**src/rtl/supv_reset_pkg.sv**
```systemverilog
package supv_reset_pkg;
    timeunit 1ns;
    timeprecision 100ps;

    // Hold-off sequencer state
    typedef enum logic [1:0] {
        HS_CAUSE = 2'd0,   // a cause is present, counter parked at reload
        HS_COUNT = 2'd1,   // causes gone, counting down
        HS_IDLE  = 2'd2    // released
    } hold_state_e;

    // The two reset sources after conditioning
    typedef struct packed {
        logic undervolt;
        logic manual;
    } reset_cause_t;

    function automatic logic cause_present(input reset_cause_t c);
        return c.undervolt | c.manual;
    endfunction

    // Bits needed to hold values 0..max_val
    function automatic int unsigned cnt_width(input int unsigned max_val);
        return (max_val < 2) ? 1 : $clog2(max_val + 1);
    endfunction
endpackage

```
**src/rtl/supv_sync.sv**
```systemverilog
module supv_sync #(
    parameter int   STAGES    = 2,
    parameter logic RESET_VAL = 1'b1
) (
    input  logic clk_i,
    input  logic rst_i,
    input  logic d_i,
    output logic q_o
);
    timeunit 1ns;
    timeprecision 100ps;

    logic [STAGES-1:0] chain;

    for (genvar i = 0; i < STAGES; i++) begin : g_stage
        if (i == 0) begin : g_first
            always_ff @(posedge clk_i or posedge rst_i) begin
                if (rst_i) chain[i] <= RESET_VAL;
                else       chain[i] <= d_i;
            end
        end else begin : g_rest
            always_ff @(posedge clk_i or posedge rst_i) begin
                if (rst_i) chain[i] <= RESET_VAL;
                else       chain[i] <= chain[i-1];
            end
        end
    end

    assign q_o = chain[STAGES-1];
endmodule

```
**src/rtl/supv_glitch_filter.sv**
```systemverilog
module supv_glitch_filter #(
    parameter int   FILTER_CYCLES = 100,
    parameter logic RESET_VAL     = 1'b1
) (
    input  logic clk_i,
    input  logic rst_i,
    input  logic d_i,
    output logic q_o
);
    timeunit 1ns;
    timeprecision 100ps;

    localparam int CW = supv_reset_pkg::cnt_width(FILTER_CYCLES);
    localparam logic [CW-1:0] LAST = CW'(FILTER_CYCLES - 1);

    logic          level_q;
    logic [CW-1:0] run_q;

    // Counts consecutive samples that disagree with the held level
    always_ff @(posedge clk_i or posedge rst_i) begin
        if (rst_i) begin
            level_q <= RESET_VAL;
            run_q   <= '0;
        end else if (d_i == level_q) begin
            run_q   <= '0;
        end else if (run_q == LAST) begin
            level_q <= d_i;
            run_q   <= '0;
        end else begin
            run_q   <= run_q + 1'b1;
        end
    end

    assign q_o = level_q;
endmodule

```
**src/rtl/supv_holdoff.sv**
```systemverilog
module supv_holdoff #(
    parameter int HOLD_CYCLES = 12_000_000
) (
    input  logic                         clk_i,
    input  logic                         rst_i,
    input  supv_reset_pkg::reset_cause_t cause_i,
    output logic                         active_o
);
    timeunit 1ns;
    timeprecision 100ps;
    import supv_reset_pkg::*;

    localparam int CW = cnt_width(HOLD_CYCLES);
    localparam logic [CW-1:0] RELOAD = CW'(HOLD_CYCLES);

    hold_state_e   state_q;
    logic [CW-1:0] left_q;

    always_ff @(posedge clk_i or posedge rst_i) begin
        if (rst_i) begin
            state_q <= HS_CAUSE;
            left_q  <= RELOAD;
        end else if (cause_present(cause_i)) begin
            state_q <= HS_CAUSE;
            left_q  <= RELOAD;
        end else if (left_q != '0) begin
            state_q <= HS_COUNT;
            left_q  <= left_q - 1'b1;
        end else begin
            state_q <= HS_IDLE;
        end
    end

    assign active_o = (state_q != HS_IDLE);
endmodule

```
**src/rtl/supv_reset_seq.sv**
```systemverilog
module supv_reset_seq #(
    parameter int HOLD_CYCLES   = 12_000_000,
    parameter int FILTER_CYCLES = 100,
    parameter int SYNC_STAGES   = 2,
    parameter bit ACTIVE_LOW    = 1'b1
) (
    input  logic clk_i,
    input  logic por_i,
    input  logic uv_i,
    input  logic mr_n_i,
    output logic rst_o,
    output logic reset_active_o
);
    timeunit 1ns;
    timeprecision 100ps;
    import supv_reset_pkg::*;

    logic         mr_sync;
    logic         mr_filt_n;
    reset_cause_t cause;
    logic         active;

    supv_sync #(
        .STAGES   (SYNC_STAGES),
        .RESET_VAL(1'b1)
    ) u_sync (
        .clk_i(clk_i),
        .rst_i(por_i),
        .d_i  (mr_n_i),
        .q_o  (mr_sync)
    );

    supv_glitch_filter #(
        .FILTER_CYCLES(FILTER_CYCLES),
        .RESET_VAL    (1'b1)
    ) u_filter (
        .clk_i(clk_i),
        .rst_i(por_i),
        .d_i  (mr_sync),
        .q_o  (mr_filt_n)
    );

    assign cause.undervolt = uv_i;
    assign cause.manual    = ~mr_filt_n;

    supv_holdoff #(
        .HOLD_CYCLES(HOLD_CYCLES)
    ) u_holdoff (
        .clk_i   (clk_i),
        .rst_i   (por_i),
        .cause_i (cause),
        .active_o(active)
    );

    assign reset_active_o = active;

    if (ACTIVE_LOW) begin : g_low
        assign rst_o = ~active;
    end else begin : g_high
        assign rst_o = active;
    end
endmodule

```
**config.mk**
```make
export PLATFORM = sky130hd
export DESIGN_NAME = supv_reset_seq
export DESIGN_NICKNAME = d
export VERILOG_FILES = /design/src/rtl/supv_reset_pkg.sv /design/src/rtl/supv_sync.sv /design/src/rtl/supv_glitch_filter.sv /design/src/rtl/supv_holdoff.sv /design/src/rtl/supv_reset_seq.sv
export SDC_FILE = /design/constraint.sdc
export NUM_CORES = 1
export LEC_CHECK = 0
export BUFFER_PORTS_ARGS = -buffer_cell sky130_fd_sc_hd__buf_4
export CORE_UTILIZATION = 25
export CTS_CLUSTER_SIZE = 20
export DETAILED_ROUTE_END_ITERATION = 16
export GPL_ROUTABILITY_DRIVEN = 0
export HOLD_SLACK_MARGIN = 0.1
export REMOVE_ABC_BUFFERS = 1
export SLEW_MARGIN = 5
export SYNTH_ARGS = -nofsm -noshare
export SYNTH_HDL_FRONTEND = slang
export SYNTH_SLANG_ARGS = --single-unit
```
**constraint.sdc**
```tcl
create_clock -name clk_i -period 2.75 [get_ports clk_i]
set_input_delay 0.1375 -clock clk_i [delete_from_list [all_inputs] [get_ports clk_i]]
set_output_delay 0.1375 -clock clk_i [all_outputs]
set_load 0.03 [all_outputs]
```
==> summary.md, run 1 <==
| Metric | Value |
|---|---|
| Post-CTS setup buffers | 0 |
| Layout cells sized above 1 | 23.0% |
| Worst Setup End Kind | register |
| Clk buf depth | 2 |
| Vias in the first global route | 1239 |
| CP max stage delay | 0.50 ns |
| Cell taking the most area after synthesis | dfrtp_1 |
| Ys async rst share | 100% |
| Seq cells post-synth | 36 |
| Fillcell total | 727 |
| Utilization after layout | 30.5% |
| Root buf cell | clkbuf_8 |
| Post-Syn Area | 1810 sq um |
| Startpoint Class | register |
| Ant diodes | 0 |
| DRT Wirelength | 3.36 mm |
| Initial DRC count | 49 |
| Final setup TNS | 0 ns |
| Total GRT Usage | 9.87% |
| Clock transition at path regs | 0.07 ns |
| Initial antenna violation count | 0 |
| Multi-input gate area | 848 sq um |
| Period utilization | 85.6% |
| WL/cell | 11.7 um |
| Static leakage | 0.850 nW |
| 1st-pass router iterations | 4 |
| Crit path required time | 2.95 ns |
| Sequential share of the synthesized area | 50.7% |
| H-tree depth | 2 |
| Most area-consuming cells after synthesis | dfrtp_1, dfstp_2, nor2_1, xnor2_1, xor2_1 |
| R2R Setup Slk | 0.40 ns |
| Power Density | 487 nW/um^2 |
| Critical path's top delay family | simple AND/OR/NAND/NOR gates |
| Max Cap Violations | 0 |
| CTS tree | done |
| Final hold vios | 0 |
| Die Width | 87.0 um |
| # DRC | 0 |
| Clk_skew | 0.00793 ns |
| Crit-path max FO | 9 |
| CP Class | register to register |
| Status | completed |
| Num Clock Sinks | 36 |
| Max_slew headroom | 64.7% |
| Slowest CP cell | or4_4 |
| Final setup viols | 0 |
| Detailed-route via count | 1331 |
| NumNets Final | 197 |
| EDFF count, synth | 0 |
| Clk_lat worst skew | 0.29 ns |
| Die ar. | 7580 sq um |
| Cell variety after synth | 44 |
| I/O pins | 6 |
| Cells after Synth | 176 |
| Die H | 87.0 um |
| Yosys warning count | 0 |
| Buffers plus inverters on the worst setup path | 1 |
| Min-Delay Path Class | input pin to register |
| Post-synth top area share | 31.8% |
| Max VDD drop | 0.000270 V |
| Mean Syn Cell Area | 10.3 sq um |
| Top cells by count, synth | nor2_1, dfrtp_1, dfstp_2 |
| Worst Tran Pin Value | 0.529 ns |
| Crit-path cells | inv_1 -> ha_1 -> or3b_2 -> or4_4 -> or3_4 -> a211oi_2 |
| Final slew viol count | 0 |
| Critical path data arrival time | 2.56 ns |
| Synthesis-to-finish area growth | 16.5% |
| Most frequent cell after synthesis | nor2_1 |
| Post-layout min period | 2.35 ns |
| Row count | 30 |
| RSZ-0062 raised after global routing | false |
| Placed wire-length estimate | 2.29 mm |
| Max Freq | 425 MHz |
| Core Box Area | 6910 sq um |
| Seq. cell area | 917 sq um |
| Grt ovf | 0 |
| Largest net degree at the start of global routing | 37 |
| Initial Utilization | 26.2% |
| Final ANT Viol Nets | 0 |
| Port Buffers | 5 |
| Ys flop type | dfrtp_1 |
| Total CTS buffers | 5 |
| Vias per cell | 4.64 |
| First-pass GRT wire length | 5.79 mm |
## layer usage
metal / share of wire [%] / up-vias / GRT usage [%]
met5: 0 / - / 0
met2: 44 / 24 / 14.8
met1: 51 / 643 / 13.4
li1: - / 659 / -
met3: 3.6 / 5 / 2.84
met4: 0.86 / 0 / 3.64
## state kept, by name (all words and copies together), names as in the netlist
name / cells
u_filter.run_q: 7
u_filter.q_o: 1
u_holdoff.state_q: 2
u_sync.q_o: 1
u_holdoff.left_q: 24
u_sync.chain: 1
## tightest hold or removal path, stage by stage
cell	delay [ns]
buf_4	0.08
nor2b_1	0.11
nand2_1	0.09
## power by group
part / switching, mW / total, mW / internal (mW)
Combinational: 0.0153 / 0.0250 / 0.00974
Clock: 0.195 / 0.463 / 0.268
Sequential: 0.00303 / 0.539 / 0.536
Total: 0.213 / 1.03 / 0.814
## metrics by stage
stage	total power [mW]	instance area [sq um]	cells	setup slack, ns	hold slack, ns
after global placement	0.572	1980	277	0.450	0.246
after CTS	1.04	2110	287	0.377	0.166
after detailed placement	0.573	1980	277	0.406	0.247
after floorplan	0.563	1780	171	0.494	0.142
after global routing	1.07	2110	287	0.192	0.185
final	1.03	2110	287	0.397	0.167
## cells in the final DEF, fill, tap and decap left out, types with 3 or more instances in the layout
cell type and instances:
xor2_1 7, nand3_1 8, buf_4 10, nor2_1 25, a21oi_1 5, or4_1 5
clkbuf_8 5, nand2b_1 3, ha_1 3, dfstp_2 13, nor4_1 5, o31ai_1 4
nand3b_1 3, dfrtp_1 23, o211ai_1 3, o21ai_0 6, inv_1 4, or3_1 4
xnor2_1 9, nand2_1 10, nor3_1 5
## kinds of logic after synthesis
family	synth area share, %
AND/OR/NAND/NOR	26.5
flip-flops	50.7
AO/OA/AOI/OAI	9.97
XOR/XNOR	7.75
buffers and inverters	2.35
adder cells (fa/ha/maj)	2.08
multiplexers	0.623
## repair_timing
item,4_1_cts,5_1_grt
hold buffers,2,0
endpoints found under the hold margin,24,0
gates resized for setup,0,0
setup endpoints to repair,0,0
## path summary, 6_finish.rpt
kind	from	to	cells after the start
max	u_holdoff.left_q[0]	u_holdoff.left_q[1]	6
min	uv_i	u_holdoff.left_q[20]	3
max reg2reg	u_holdoff.left_q[0]	u_holdoff.left_q[1]	6
min reg2reg	u_sync.chain[0]	u_sync.q_o	0
max in group asynchronous	por_i	u_holdoff.left_q[11]	4
min in group asynchronous	por_i	u_holdoff.left_q[14]	4
## layout make-up
| class | count | area share [%] |
|---|---|---|
| multi-input combinational | 131 | 40.3 |
| clock buffer | 5 | 3.27 |
| clock inverter | 3 | 2.02 |
| tap | 96 | 5.70 |
| sequential | 36 | 43.5 |
| timing repair buffer | 12 | 4.51 |
| inverter | 4 | 0.713 |
No activity file was read; power rests on OpenSTA's default activity.
==> inputs of run 2 (changes only) <==
Settings changed: CORE_MARGIN set to 2, PLACE_DENSITY_LB_ADDON set to 0.08.
Clock period 2.75 ns to 3.1 ns, I/O delays scaled along.
==> run 2 against run 1 <==
Compared with the run above: clock power decreased by 9.7%; global-route usage increased by 0.89 points; largest cell class unchanged; highest routed layer unchanged; worst setup slack improved by 0.28 ns; sequential cell count unchanged; cell area decreased by 0.18%; sequential share of layout area increased by 0.078 points; die area increased by 4.6%.
==> summary.md, run 2 (synthesis results as in run 1) <==
| Metric | Value |
|---|---|
| Status | completed (unchanged) |
| Final setup viols | 0 (unchanged) |
| NumNets Final | 196 (was 197) |
| CP Class | register to register (unchanged) |
| First-pass GRT wire length | 6.56 mm (was 5.79 mm) |
| # DRC | 0 (unchanged) |
| Grt ovf | 0 (unchanged) |
| Pre-CTS setup slack | 0.694 ns (was 0.406 ns) |
| Initial antenna violation count | 0 (unchanged) |
| Final slew viol count | 0 (unchanged) |
| Max reg flops | 24 (unchanged) |
| Clk buf depth | 2 (unchanged) |
| Max Cap Violations | 0 (unchanged) |
| Vias per cell | 4.65 (was 4.64) |
| Num Clock Sinks | 36 (unchanged) |
| Min-Delay Path Class | input pin to register (unchanged) |
| Top reg by flops | u_holdoff.left_q (unchanged) |
| I/O pins | 6 (unchanged) |
| WL/cell | 13.3 um (was 11.7 um) |
| Crit-path cells | inv_1 -> ha_1 -> or3b_2 -> or4_4 -> or3_4 -> nor2_1 -> a211oi_2 (was inv_1 -> ha_1 -> or3b_2 -> or4_4 -> or3_4 -> a211oi_2) |
| Die H | 89.0 um (was 87.0 um) |
| Total GRT Usage | 10.8% (was 9.87%) |
| Max_slew headroom | 47.5% (was 64.7%) |
| DP Cell Count | 279 (was 277) |
| Post-layout min period | 2.43 ns (was 2.35 ns) |
| Final Power | 0.919 mW (was 1.03 mW) |
| Critical path's top delay family | simple AND/OR/NAND/NOR gates (unchanged) |
| Total CTS buffers | 5 (unchanged) |
| RR Startpoint | u_holdoff.left_q[0] (unchanged) |
| Layout cells sized above 1 | 22.6% (was 23.0%) |
| 1st-pass router iterations | 4 (unchanged) |
| Detailed-route via count | 1343 (was 1331) |
| Initial DRC count | 70 (was 49) |
| Worst Tran Pin Value | 0.788 ns (was 0.529 ns) |
| Critical path data arrival time | 2.56 ns (about the same) |
| Port Buffers | 5 (unchanged) |
| Die ar. | 7930 sq um (was 7580 sq um) |
| Final ANT Viol Nets | 0 (unchanged) |
| Post-route cell area | 2100 sq um (was 2110 sq um) |
| Startpoint Class | register (unchanged) |
| Crit path required time | 3.24 ns (was 2.95 ns) |
| DRT Wirelength | 3.84 mm (was 3.36 mm) |
| RSZ-0062 raised after global routing | false (unchanged) |
| Multi-input gate area | 848 sq um (unchanged) |
| Worst Setup SP | u_holdoff.left_q[0] (unchanged) |
| Synthesis-to-finish area growth | 16.3% (was 16.5%) |
| Slowest CP cell | or4_4 (unchanged) |
| Ant diodes | 0 (unchanged) |
| Seq. cell area | 917 sq um (unchanged) |
| Vias in the first global route | 1379 (was 1239) |
| Setup ws final | 0.673 ns (was 0.397 ns) |
| Fillcell total | 767 (was 727) |
| Core Box Area | 7140 sq um (was 6910 sq um) |
| Most frequent cells in the layout | nor2_1, dfrtp_1, dfstp_2 (unchanged) |
| Largest net degree at the start of global routing | 37 (unchanged) |
| Clk_lat worst skew | 0.28 ns (was 0.29 ns) |
| Max Freq | 412 MHz (was 425 MHz) |
| Fin cells | 289 (was 287) |
| Period utilization | 78.3% (was 85.6%) |
| Final hold vios | 0 (unchanged) |
| Final setup TNS | 0 ns (unchanged) |
| Buffers plus inverters on the worst setup path | 1 (unchanged) |
| CTS tree | done (unchanged) |
| HP Start | uv_i (unchanged) |
| CP max stage delay | 0.51 ns (was 0.50 ns) |
| Power Density | 437 nW/um^2 (was 487 nW/um^2) |
| Placed wire-length estimate | 2.55 mm (was 2.29 mm) |
| Static leakage | 0.846 nW (was 0.850 nW) |
| Biggest regs | u_holdoff.left_q: 24 flops, u_filter.run_q: 7 flops, u_holdoff.state_q: 2 flops (unchanged) |
| H-tree depth | 2 (unchanged) |
| Die Width | 89.0 um (was 87.0 um) |
| Initial Utilization | 25.3% (was 26.2%) |
| Crit-path max FO | 9 (unchanged) |
| Max VDD drop | 0.000195 V (was 0.000270 V) |
| Commonest non-fill, non-tap cell in the layout | nor2_1 (unchanged) |
| Worst Setup End Kind | register (unchanged) |
| Clk_skew | 0.00470 ns (was 0.00793 ns) |
| Root buf cell | clkbuf_8 (unchanged) |
| Clock transition at path regs | 0.08 ns (was 0.07 ns) |
| Row count | 31 (was 30) |
| Post-CTS setup buffers | 0 (unchanged) |
| Placed Area | 1970 sq um (was 1980 sq um) |
[run 2: cell types whose count changed in the layout (fill, tap and decap cells not counted), sizes merged]
cell and delta:
buf -1
[run 2: final timing paths]
kind | endpoint | slack [ns] | depth (start not counted)
worst min register to register | u_sync.q_o | 0.37 | 0
max in group asynchronous | u_holdoff.left_q[23] | 2.22 | 4
worst max register to register | u_holdoff.left_q[1] | 0.67 | 7
min in group asynchronous | u_filter.run_q[2] | 0.54 | 4
worst min-delay path | u_holdoff.left_q[12] | 0.28 | 4
worst max-delay path | u_holdoff.left_q[1] | 0.67 | 7
[run 2: tightest hold or removal path: stages]
cell     delay, ns
buf_4         0.08
nor2b_1       0.04
buf_4         0.18
nand2_1       0.07
[run 2: power by group]
part | internal (mW) | leakage [nW] | switching, mW
combinational | 0.00841 | 0.337 | 0.0138
clock | 0.238 | 0.0541 | 0.180
sequential | 0.476 | 0.455 | 0.00311
total | 0.722 | 0.846 | 0.197
[run 2: area by class of cell]
cell class	count	share of cell area [%]
multi-input combinational	131	40.3
clock inverter	3	2.02
tap	99	5.89
timing repair buffer	11	4.16
inverter	4	0.714
clock buffer	5	3.27
sequential	36	43.6
[run 2: routing by layer]
layer  GRT usage (%)  share of wire (%)  up-vias
met4            3.26                1.0        0
li1                -                  -      659
met1            13.5                 47      667
met5               0                  0        -
met2            18.2                 50       13
met3            2.77                2.1        4
[run 2: what timing repair did]
| item | CTS | global route |
|---|---|---|
| gates resized for setup | 0 | 0 |
| hold endpoints to repair | 24 | 0 |
| hold buffers | 2 | 0 |
[run 2: per-stage QoR]
step	util [%]	hold WS [ns]
2_1_floorplan	-	0.159
3_3_place_gp	27.6	0.264
3_5_place_dp	27.6	0.265
4_1_cts	29.5	0.267
5_1_grt	29.5	0.277
6_report	29.5	0.276
